==> src/rtl/cfg_spi_pkg.sv <==
package cfg_spi_pkg;
  localparam int unsigned DW = 8;

  localparam logic [7:0] CTRL_MASK = 8'h70;
  localparam logic [7:0] PD_MASK   = 8'hBF;
  localparam logic [7:0] DC_MASK   = 8'hBF;
  localparam logic [7:0] GAIN_MASK = 8'h3F;

  localparam logic [7:0] PD_RST   = 8'h00;
  localparam logic [7:0] DC_RST   = 8'h34;
  localparam logic [7:0] GAIN_RST = 8'h00;

  localparam int unsigned CTRL_LSB_BIT  = 6;
  localparam int unsigned CTRL_SOFT_BIT = 5;
  localparam int unsigned CTRL_LONG_BIT = 4;
  localparam int unsigned PD_LDO_BIT    = 7;
  localparam int unsigned PD_STAT_BIT   = 6;
  localparam int unsigned PD_ALL_BIT    = 5;

  typedef enum logic [1:0] {
    RA_CTRL = 2'd0,
    RA_PD   = 2'd1,
    RA_DC   = 2'd2,
    RA_GAIN = 2'd3
  } reg_addr_e;

  typedef struct packed {
    logic [7:0] ctrl;
    logic [7:0] pd;
    logic [7:0] dc;
    logic [7:0] gain;
  } cfg_regs_t;
endpackage

==> src/rtl/cfg_spi_sync.sv <==
module cfg_spi_sync #(
  parameter int unsigned STAGES  = 2,
  parameter logic        RST_VAL = 1'b0
) (
  input  logic clk_i,
  input  logic rst_ni,
  input  logic d_i,
  output logic q_o
);
  logic [STAGES-1:0] sync_q;

  always_ff @(posedge clk_i or negedge rst_ni) begin
    if (!rst_ni) sync_q <= {STAGES{RST_VAL}};
    else         sync_q <= {sync_q[STAGES-2:0], d_i};
  end

  assign q_o = sync_q[STAGES-1];
endmodule

==> src/rtl/cfg_spi_engine.sv <==
module cfg_spi_engine
  import cfg_spi_pkg::*;
#(
  parameter int unsigned SHORT_AW = 5,
  parameter int unsigned LONG_AW  = 13
) (
  input  logic               clk_i,
  input  logic               rst_ni,
  input  logic               sclk_i,
  input  logic               cs_n_i,
  input  logic               sdi_i,
  input  logic               lsb_first_i,
  input  logic               long_addr_i,
  input  logic [DW-1:0]      rd_data_i,
  output logic [LONG_AW-1:0] addr_o,
  output logic               wr_en_o,
  output logic [DW-1:0]      wr_data_o,
  output logic               sdo_o
);
  localparam int unsigned SHORT_IW = SHORT_AW + 3;
  localparam int unsigned LONG_IW  = LONG_AW + 3;
  localparam int unsigned TOT      = LONG_IW + DW;
  localparam int unsigned CNT_W    = $clog2(TOT + 1);
  localparam int unsigned SH_IW    = $clog2(LONG_IW);
  localparam int unsigned DB_W     = $clog2(DW);

  logic               sclk_q, lsb_q, long_q, rd_q, sdo_q, wr_en_q;
  logic [CNT_W-1:0]   cnt_q, instr_w, didx, msb_idx;
  logic [LONG_IW-1:0] sh_q, sh_nxt;
  logic [DW-1:0]      dsh_q, dsh_nxt, wr_data_q;
  logic [LONG_AW-1:0] addr_q, addr_nxt;
  logic [DB_W-1:0]    dbit;
  logic               rise, fall, in_instr, in_data, last_instr, last_data, rw_nxt;

  assign rise       = sclk_i & ~sclk_q;
  assign fall       = ~sclk_i & sclk_q;
  assign instr_w    = long_q ? CNT_W'(LONG_IW) : CNT_W'(SHORT_IW);
  assign didx       = cnt_q - instr_w;
  assign msb_idx    = instr_w - CNT_W'(1) - cnt_q;
  assign in_instr   = cnt_q < instr_w;
  assign in_data    = !in_instr && (cnt_q < instr_w + CNT_W'(DW));
  assign last_instr = cnt_q == instr_w - CNT_W'(1);
  assign last_data  = cnt_q == instr_w + CNT_W'(DW - 1);
  assign dbit       = lsb_q ? didx[DB_W-1:0] : DB_W'(DW - 1) - didx[DB_W-1:0];

  always_comb begin
    sh_nxt = sh_q;
    if (in_instr) begin
      if (lsb_q) sh_nxt[cnt_q[SH_IW-1:0]]   = sdi_i;
      else       sh_nxt[msb_idx[SH_IW-1:0]] = sdi_i;
    end
    dsh_nxt = dsh_q;
    if (in_data) dsh_nxt[dbit] = sdi_i;
  end

  assign rw_nxt   = long_q ? sh_nxt[LONG_IW-1] : sh_nxt[SHORT_IW-1];
  assign addr_nxt = long_q ? sh_nxt[LONG_AW-1:0] : LONG_AW'(sh_nxt[SHORT_AW-1:0]);

  always_ff @(posedge clk_i or negedge rst_ni) begin
    if (!rst_ni) begin
      sclk_q    <= 1'b0;
      lsb_q     <= 1'b0;
      long_q    <= 1'b0;
      rd_q      <= 1'b0;
      sdo_q     <= 1'b0;
      wr_en_q   <= 1'b0;
      cnt_q     <= '0;
      sh_q      <= '0;
      dsh_q     <= '0;
      wr_data_q <= '0;
      addr_q    <= '0;
    end else begin
      sclk_q  <= sclk_i;
      wr_en_q <= 1'b0;
      if (cs_n_i) begin
        // modes are sampled only while deselected
        cnt_q  <= '0;
        lsb_q  <= lsb_first_i;
        long_q <= long_addr_i;
        sdo_q  <= 1'b0;
        rd_q   <= 1'b0;
      end else begin
        if (rise && (in_instr || in_data)) begin
          cnt_q <= cnt_q + CNT_W'(1);
          if (in_instr) begin
            sh_q <= sh_nxt;
            if (last_instr) begin
              rd_q   <= rw_nxt;
              addr_q <= addr_nxt;
            end
          end else begin
            dsh_q <= dsh_nxt;
            if (last_data && !rd_q) begin
              wr_en_q   <= 1'b1;
              wr_data_q <= dsh_nxt;
            end
          end
        end
        if (fall) sdo_q <= (in_data && rd_q) ? rd_data_i[dbit] : 1'b0;
      end
    end
  end

  assign addr_o    = addr_q;
  assign wr_en_o   = wr_en_q;
  assign wr_data_o = wr_data_q;
  assign sdo_o     = sdo_q;

  a_r6_mode_stable: assert property (@(posedge clk_i) disable iff (!rst_ni)
    (!cs_n_i && $past(!cs_n_i)) |-> ($stable(lsb_q) && $stable(long_q)));
  a_r2_sdo_idle: assert property (@(posedge clk_i) disable iff (!rst_ni)
    cs_n_i |=> !sdo_o);
  a_r11_write_in_frame: assert property (@(posedge clk_i) disable iff (!rst_ni)
    wr_en_q |-> $past(!cs_n_i));
  a_r2_cnt_bound: assert property (@(posedge clk_i) disable iff (!rst_ni)
    cnt_q <= CNT_W'(TOT));
endmodule

==> src/rtl/cfg_spi_regfile.sv <==
module cfg_spi_regfile
  import cfg_spi_pkg::*;
#(
  parameter int unsigned AW = 13
) (
  input  logic          clk_i,
  input  logic          rst_ni,
  input  logic          wr_en_i,
  input  logic [AW-1:0] addr_i,
  input  logic [DW-1:0] wr_data_i,
  output logic [DW-1:0] rd_data_o,
  output cfg_regs_t     regs_o
);
  cfg_regs_t regs_q;
  logic      hit_ctrl, soft_set;

  assign hit_ctrl = wr_en_i && (addr_i == AW'(RA_CTRL));
  assign soft_set = hit_ctrl && wr_data_i[CTRL_SOFT_BIT];

  always_ff @(posedge clk_i or negedge rst_ni) begin
    if (!rst_ni) begin
      regs_q.ctrl <= '0;
      regs_q.pd   <= PD_RST;
      regs_q.dc   <= DC_RST;
      regs_q.gain <= GAIN_RST;
    end else begin
      if (hit_ctrl) regs_q.ctrl <= wr_data_i & CTRL_MASK;
      if (regs_q.ctrl[CTRL_SOFT_BIT] || soft_set) begin
        regs_q.pd   <= PD_RST;
        regs_q.dc   <= DC_RST;
        regs_q.gain <= GAIN_RST;
      end else if (wr_en_i) begin
        if (addr_i == AW'(RA_PD))   regs_q.pd   <= wr_data_i & PD_MASK;
        if (addr_i == AW'(RA_DC))   regs_q.dc   <= wr_data_i & DC_MASK;
        if (addr_i == AW'(RA_GAIN)) regs_q.gain <= wr_data_i & GAIN_MASK;
      end
    end
  end

  always_comb begin
    rd_data_o = '0;
    if (addr_i == AW'(RA_CTRL)) rd_data_o = regs_q.ctrl;
    if (addr_i == AW'(RA_PD)) begin
      rd_data_o              = regs_q.pd;
      rd_data_o[PD_STAT_BIT] = ~regs_q.pd[PD_LDO_BIT];
    end
    if (addr_i == AW'(RA_DC))   rd_data_o = regs_q.dc;
    if (addr_i == AW'(RA_GAIN)) rd_data_o = regs_q.gain;
  end

  assign regs_o = regs_q;

  a_r7_soft_defaults: assert property (@(posedge clk_i) disable iff (!rst_ni)
    regs_q.ctrl[CTRL_SOFT_BIT] |-> (regs_q.pd == PD_RST && regs_q.dc == DC_RST
                                    && regs_q.gain == GAIN_RST));
  a_r7_ctrl_kept: assert property (@(posedge clk_i) disable iff (!rst_ni)
    !$past(hit_ctrl) |-> $stable(regs_q.ctrl));
  a_r3_undef_zero: assert property (@(posedge clk_i) disable iff (!rst_ni)
    ((regs_q.ctrl & ~CTRL_MASK) == '0) && ((regs_q.gain & ~GAIN_MASK) == '0)
    && !regs_q.dc[6] && !regs_q.pd[PD_STAT_BIT]);
endmodule

==> src/rtl/cfg_spi_slave.sv <==
module cfg_spi_slave
  import cfg_spi_pkg::*;
#(
  parameter int unsigned SYNC_STAGES = 2,
  parameter int unsigned SHORT_AW    = 5,
  parameter int unsigned LONG_AW     = 13,
  parameter int unsigned GAIN_W      = 6
) (
  input  logic              clk_i,
  input  logic              rst_ni,
  input  logic              sclk_i,
  input  logic              cs_ni,
  input  logic              sdi_i,
  output logic              sdo_o,
  output logic              lsb_first_o,
  output logic              long_addr_o,
  output logic              soft_rst_o,
  output logic              ldo_off_o,
  output logic              pwr_down_o,
  output logic              q_out_off_o,
  output logic              i_out_off_o,
  output logic              q_clk_off_o,
  output logic              i_clk_off_o,
  output logic              ref_off_o,
  output logic [DW-1:0]     data_ctrl_o,
  output logic [GAIN_W-1:0] i_gain_o
);
  logic               sclk_s, cs_n_s, sdi_s, wr_en;
  logic [LONG_AW-1:0] addr;
  logic [DW-1:0]      wr_data, rd_data;
  cfg_regs_t          regs;
  logic               pdn;

  cfg_spi_sync #(.STAGES(SYNC_STAGES), .RST_VAL(1'b0)) u_sync_sclk (
    .clk_i(clk_i), .rst_ni(rst_ni), .d_i(sclk_i), .q_o(sclk_s));
  cfg_spi_sync #(.STAGES(SYNC_STAGES), .RST_VAL(1'b1)) u_sync_cs (
    .clk_i(clk_i), .rst_ni(rst_ni), .d_i(cs_ni), .q_o(cs_n_s));
  cfg_spi_sync #(.STAGES(SYNC_STAGES), .RST_VAL(1'b0)) u_sync_sdi (
    .clk_i(clk_i), .rst_ni(rst_ni), .d_i(sdi_i), .q_o(sdi_s));

  cfg_spi_engine #(.SHORT_AW(SHORT_AW), .LONG_AW(LONG_AW)) u_engine (
    .clk_i       (clk_i),
    .rst_ni      (rst_ni),
    .sclk_i      (sclk_s),
    .cs_n_i      (cs_n_s),
    .sdi_i       (sdi_s),
    .lsb_first_i (regs.ctrl[CTRL_LSB_BIT]),
    .long_addr_i (regs.ctrl[CTRL_LONG_BIT]),
    .rd_data_i   (rd_data),
    .addr_o      (addr),
    .wr_en_o     (wr_en),
    .wr_data_o   (wr_data),
    .sdo_o       (sdo_o)
  );

  cfg_spi_regfile #(.AW(LONG_AW)) u_regfile (
    .clk_i     (clk_i),
    .rst_ni    (rst_ni),
    .wr_en_i   (wr_en),
    .addr_i    (addr),
    .wr_data_i (wr_data),
    .rd_data_o (rd_data),
    .regs_o    (regs)
  );

  assign pdn         = regs.pd[PD_ALL_BIT];
  assign lsb_first_o = regs.ctrl[CTRL_LSB_BIT];
  assign long_addr_o = regs.ctrl[CTRL_LONG_BIT];
  assign soft_rst_o  = regs.ctrl[CTRL_SOFT_BIT];
  assign ldo_off_o   = regs.pd[PD_LDO_BIT];
  assign pwr_down_o  = pdn;
  assign q_out_off_o = regs.pd[4] | pdn;
  assign i_out_off_o = regs.pd[3] | pdn;
  assign q_clk_off_o = regs.pd[2] | pdn;
  assign i_clk_off_o = regs.pd[1] | pdn;
  assign ref_off_o   = regs.pd[0] | pdn;
  assign data_ctrl_o = regs.dc;
  assign i_gain_o    = regs.gain[GAIN_W-1:0];

  a_r9_pdn_forces: assert property (@(posedge clk_i) disable iff (!rst_ni)
    pwr_down_o |-> (q_out_off_o && i_out_off_o && q_clk_off_o && i_clk_off_o && ref_off_o));
endmodule

==> config.mk <==
export PLATFORM = sky130hd
export DESIGN_NAME = cfg_spi_slave
export DESIGN_NICKNAME = d
export VERILOG_FILES = /design/src/rtl/cfg_spi_pkg.sv /design/src/rtl/cfg_spi_sync.sv /design/src/rtl/cfg_spi_engine.sv /design/src/rtl/cfg_spi_regfile.sv /design/src/rtl/cfg_spi_slave.sv
export SDC_FILE = /design/constraint.sdc
export NUM_CORES = 1
export LEC_CHECK = 0
export BUFFER_PORTS_ARGS = -buffer_cell sky130_fd_sc_hd__buf_2
export CORE_MARGIN = 1
export CORE_UTILIZATION = 25
export CTS_BUF_LIST = sky130_fd_sc_hd__clkbuf_8
export CTS_CLUSTER_SIZE = 25
export DETAILED_ROUTE_END_ITERATION = 12
export GPL_ROUTABILITY_DRIVEN = 0
export PLACE_DENSITY = 0.41
export SYNTH_ARGS = -nofsm -noshare
export SYNTH_HDL_FRONTEND = slang
export SYNTH_SLANG_ARGS = --single-unit
export TNS_END_PERCENT = 10
==> constraint.sdc <==
create_clock -name clk_i -period 6.38 [get_ports clk_i]
set_input_delay 1.595 -clock clk_i [delete_from_list [all_inputs] [get_ports clk_i]]
set_output_delay 1.595 -clock clk_i [all_outputs]
set_load 0.02 [all_outputs]
**Word-level counts from Yosys, hierarchy flattened**

Cells that the tools add are included.

- Register bits: 89
- Bits in latches: 0
- Bits in writable memories: 0
- Bits in read-only memories: 0
- Input port bits: 5
- Output and inout port bits: 25
- Word-level logic and storage cells: 119
- Memories: 0

- $add $sub $neg: 7
- $mul: 0
- Divide/modulo/power cells: 0
- Order comparisons: 8
- Eq/ne operators: 5
- Shifts and indexed selects: 0
- Mux-type cells: 39
- Bitwise operators: 12
- Reductions and logical operators: 30

Operators by type and width:

| operator | number |
|---|---|
| $mux 8 | 7 |
| $mux 24 | 2 |
| $bwmux 16 | 2 |
| $eq 13x2->1 const B | 2 |
| $mux 1 | 16 |
| $mux 16 | 1 |
| $reduce_bool 2->1 | 8 |
| $mux 5 | 3 |
| $eq 13x1->1 const B | 1 |
| $logic_not 13->1 | 1 |
| $mux 13 | 1 |
| $eq 5x5->1 | 2 |
| $lt 4x5->1 const B | 2 |
| $lt 5x5->1 | 2 |
| $logic_and 1x1->1 | 9 |
| $reduce_and 3->1 | 3 |
| $bwmux 8 | 1 |
| $demux 1 s4 | 2 |
| $ge 4x1->1 const B | 2 |
| $reduce_and 4->1 | 2 |
| $mux 7 | 1 |
| $reduce_and 2->1 | 3 |
| $add 5x1->5 const B | 1 |
| $add 5x3->5 const B | 1 |
| 15 further kinds | 26 |

**Logic depth before layout (Yosys ltp)**

- Word-level depth: 14
- Depth in mapped cells: 11
- Depth with buffers taken out: 7

**By module**

Synthesis repeated with hierarchy kept, for this count alone.

- Cell total of the unflattened synthesis: 427
- Area, all modules: 4,695.8 µm²

By module, submodules not included:

| module | instances | cells an instance | area each (µm²) | sequential area each (µm²) |
|---|---|---|---|---|
| cfg_spi_engine | 1 | 293 | 3,124.2 | 1,351.3 |
| cfg_spi_regfile | 1 | 123 | 1,387.6 | 579.3 |
| cfg_spi_sync at u_sync_sclk ... | 2 | 2 | 50.0 | 50.0 |
| cfg_spi_sync at u_sync_cs | 1 | 2 | 52.6 | 52.6 |
| cfg_spi_slave | 1 | 5 | 31.3 | 0.0 |

**Worst setup path after synthesis**

OpenSTA, ideal clock, no wires.

- Kind: register to output
- Start point: register u_regfile.regs_q (netlist bit u_regfile.regs_o[21])
- End point: output port i_clk_off_o
- Arrival: 854 ps
- Setup slack: 3,931 ps
- Stages on the path, launching flop included: 2
- Buffers on the path: 0
- Cell sequence: dfrtp_1 -> or2_2

- Cells in the longest elaborated chain, start to end: 1

Ends and longest elaborated chain:

| element | line | source |
|---|---|---|
| from (decl) | cfg_spi_regfile.sv:14 | `cfg_regs_t regs_q;` |
| $or 1x1->1 | cfg_spi_slave.sv:75 | `assign i_clk_off_o = regs.pd[1] \| pdn;` |
| to (decl) | cfg_spi_slave.sv:23 | `output logic i_clk_off_o,` |

No other way between the ends.

**Final worst setup path**

- Start point: register u_regfile.regs_q (netlist bit u_regfile.regs_o[21])
- End point: output port ref_off_o

- Cells in the longest elaborated chain, start to end: 1

Ends and longest elaborated chain:

| element | line | source |
|---|---|---|
| $or 1x1->1 | cfg_spi_slave.sv:76 | `assign ref_off_o = regs.pd[0] \| pdn;` |
| to (decl) | cfg_spi_slave.sv:24 | `output logic ref_off_o,` |

No other way between the ends.

==> results.ini <==
[status]
status = finished clean

[final_layout]
n_antenna_cell = 0
drive_above_1_share_pct = 17.75
finish.utilization_pct = 27.91
layout_common_cells = dfrtp_1, nor2_1, mux2i_1
syn2layout_area_growth_pct = 9.454
final_common_cell = dfrtp_1
layout.nets = 452
fin_area_um2 = 4795

[clock_tree]
ctsHtreeMaxLevel = 3
clk_pin_slew_worst_paths_ns = 0.09
postCtsSetupRepairBufs = 0
post_cts_resized = 0
root_buffer = clkbuf_8
cts_buffer_depth = 2
cts_buffers = 9
cts_num_sinks = 83
cts_tree = done
holdBufCountCts = 0
clock_latency_ns = 0.38

[synth]
synth_edf_count = 0
synth_nets = 446
synth_cell_types = 56
ys_warn_count = 0
muxShareOfSynthArea_pct = 15.62
asyncSetResetFlopFracSynth_pct = 100.0
avgSynthCellArea_um2 = 10.09
yosysSeqAreaShare_pct = 47.56
synth_seq_cells = 83
synth_xor_area_share_pct = 1.942
netlist_area_um2 = 4380
synth_compound_area_share_pct = 10.40
synthAdderAreaFrac_pct = 1.999
synthCells = 434
synth_top_family_by_area = simple AND/OR/NAND/NOR gates
synthFlopType = dfrtp_1
yosys.area_share.simple_pct = 16.77

[floorplanning]
coreArea_um2 = 17180
die_width_um = 134.4
initial_core_util_pct = 25.50
dieArea_um2 = 18060
rows = 48
io_pins = 30
fp.dieH_um = 134.4

[global_route]
grt_max_degree = 63
grt_pass1_wl_um = 17240
grt_antenna_before_repair = 0
grtUsageTotal_pct = 12.57
overflow = 0
grt_pass1_vias = 3047

[timing]
tightest_slew_ns = 0.8021
finalCritPeriodShare_pct = 45.85
hold_viol = 0
clock_skew_ns = 0.01418
max_freq_ghz = 0.3418
finalMaxSlewViolations = 0
finalSetupTns_ns = 0
relSlewSlack_pct = 46.52
min_period_ns = 2.925
rsz0062_at_grt = false
finalSetupViolCount = 0

[power_and_ir_drop]
p_per_area_nw_per_um2 = 209.0
peakVddDrop_mv = 0.08321
power.leakage_uw = 0.002234

[placement]
hpwl_um = 7507
io_buffer_count = 28
place_area_um2 = 4618

[critical_path]
cp_max_fo = 8
worstPathArrival_ns = 1.33
required_ns = 4.79
cp-end-kind = output port
startpoint_type = flip-flop
critPathKind = reg2out

[routing]
wl_um = 10590
ant_nets = 0
viasPerCell = 4.607
detail_route.first_pass.iterations = 5
drc_errors = 0
wire_per_inst_um = 15.80
vias = 3087
drt-initial-drc-count = 206

[job]
maxCapViolations = 0

[hold_path]
hold_class = reg2reg

==> path summary, 6_finish.rpt <==
kind | start | end | depth (start not counted) | slack, ns
max in group asynchronous | rst_ni | u_engine.wr_data_o[3] | 2 | 4.19
worst min-delay path | u_sync_sdi.sync_q[0] | u_sync_sdi.sync_q[1] | 0 | 0.36
min in group asynchronous | rst_ni | u_engine.sh_q[12] | 1 | 1.09
worst max-delay path | u_regfile.regs_o[21] | ref_off_o | 2 | 3.45
worst max register to register | u_engine.long_q | u_engine.wr_data_o[0] | 7 | 3.60
worst min register to register | u_sync_sdi.sync_q[0] | u_sync_sdi.sync_q[1] | 0 | 0.36
==> state kept, by name, summed over array words and instances, names as in the netlist <==
register / flops
u_engine.long_q: 1
u_engine.rd_q: 1
u_sync_sclk.sync_q: 2
u_sync_cs.sync_q: 2
u_engine.cnt_q: 5
u_engine.dsh_q: 8
u_engine.sclk_q: 1
u_engine.lsb_q: 1
u_engine.addr_o: 13
u_regfile.regs_o: 23
u_engine.sh_q: 14
u_engine.wr_en_o: 1
u_sync_sdi.sync_q: 2
u_engine.wr_data_o: 8
u_engine.sdo_o: 1
==> where the power goes <==
group | switching [µW] | total [µW] | internal, µW | leakage (µW)
Combinational | 50.0 | 79.1 | 29.1 | 0.00106
Sequential | 15.5 | 566 | 550 | 0.00108
Clock | 213 | 357 | 144 | 0.0000900
Total | 279 | 1000 | 723 | 0.00223
==> per-stage QoR <==
stage | cells | setup slack (ns) | total power (µW) | hold slack, ns
global placement | 654 | 3.617 | 657.2 | 0.3328
floorplan | 434 | 3.931 | 627.3 | 0.3312
finish | 670 | 3.455 | 1002 | 0.3554
detailed placement | 654 | 3.666 | 657.5 | 0.3347
global route | 670 | 3.324 | 1056 | 0.3683
CTS | 670 | 3.417 | 1022 | 0.3584
==> layout make-up <==
type                    count  area, µm²
fillers                  1841      12380
flip-flops and latches     83       2083
multi-input cells         305       2051
well taps                 225      281.5
repair buffers             31      165.2
clock buffers               9      123.9
clock inverters             7      52.55
inverters                  10      37.54
==> logic make-up (layout without fill, tap and decap cells) <==
group / count (synthesis) / after routing
xor+xnor: 8 / 8
simple gates: 148 / 148
fa+ha+maj: 7 / 7
other cells: 1 / 1
flops: 83 / 83
compound gates: 75 / 75
mux: 66 / 66
buf+inv: 46 / 57
==> metal layers <==
| metal | vias up | routed length (µm) | track usage [%] |
|---|---|---|---|
| met4 | 0 | 191 | 4.931 |
| li1 | 1515 | - | - |
| met1 | 1492 | 5348 | 17.95 |
| met5 | - | 0 | 0 |
| met3 | 19 | 377 | 2.532 |
| met2 | 61 | 4668 | 18.48 |
==> synthesized netlist by cell type (4+ instances only) <==
cell type | n | area, µm²
a21oi_1 | 20 | 100.1
a22oi_1 | 6 | 45.04
buf_2 | 5 | 25.02
buf_4 | 16 | 120.1
clkbuf_1 | 14 | 52.55
dfrtp_1 | 78 | 1952
dfstp_2 | 5 | 131.4
ha_1 | 7 | 87.58
inv_1 | 9 | 33.78
mux2_1 | 8 | 90.09
mux2_2 | 11 | 123.9
mux2i_1 | 47 | 470.5
nand2_1 | 37 | 138.9
nand2b_1 | 7 | 43.79
nand3_1 | 7 | 35.03
nand4_1 | 4 | 25.02
nor2_1 | 59 | 221.5
nor2b_1 | 4 | 25.02
o211ai_1 | 5 | 37.54
o21ai_0 | 6 | 30.03
o21ai_1 | 17 | 85.08
o22ai_1 | 6 | 37.54
or2_2 | 6 | 37.54
xnor2_1 | 4 | 35.03
==> worst max-delay path: stages (launching register included) <==
cell,delay [ns]
dfrtp_1,0.46
or2_2,0.33
buf_2,0.16
(Power assumes the default switching activity.)
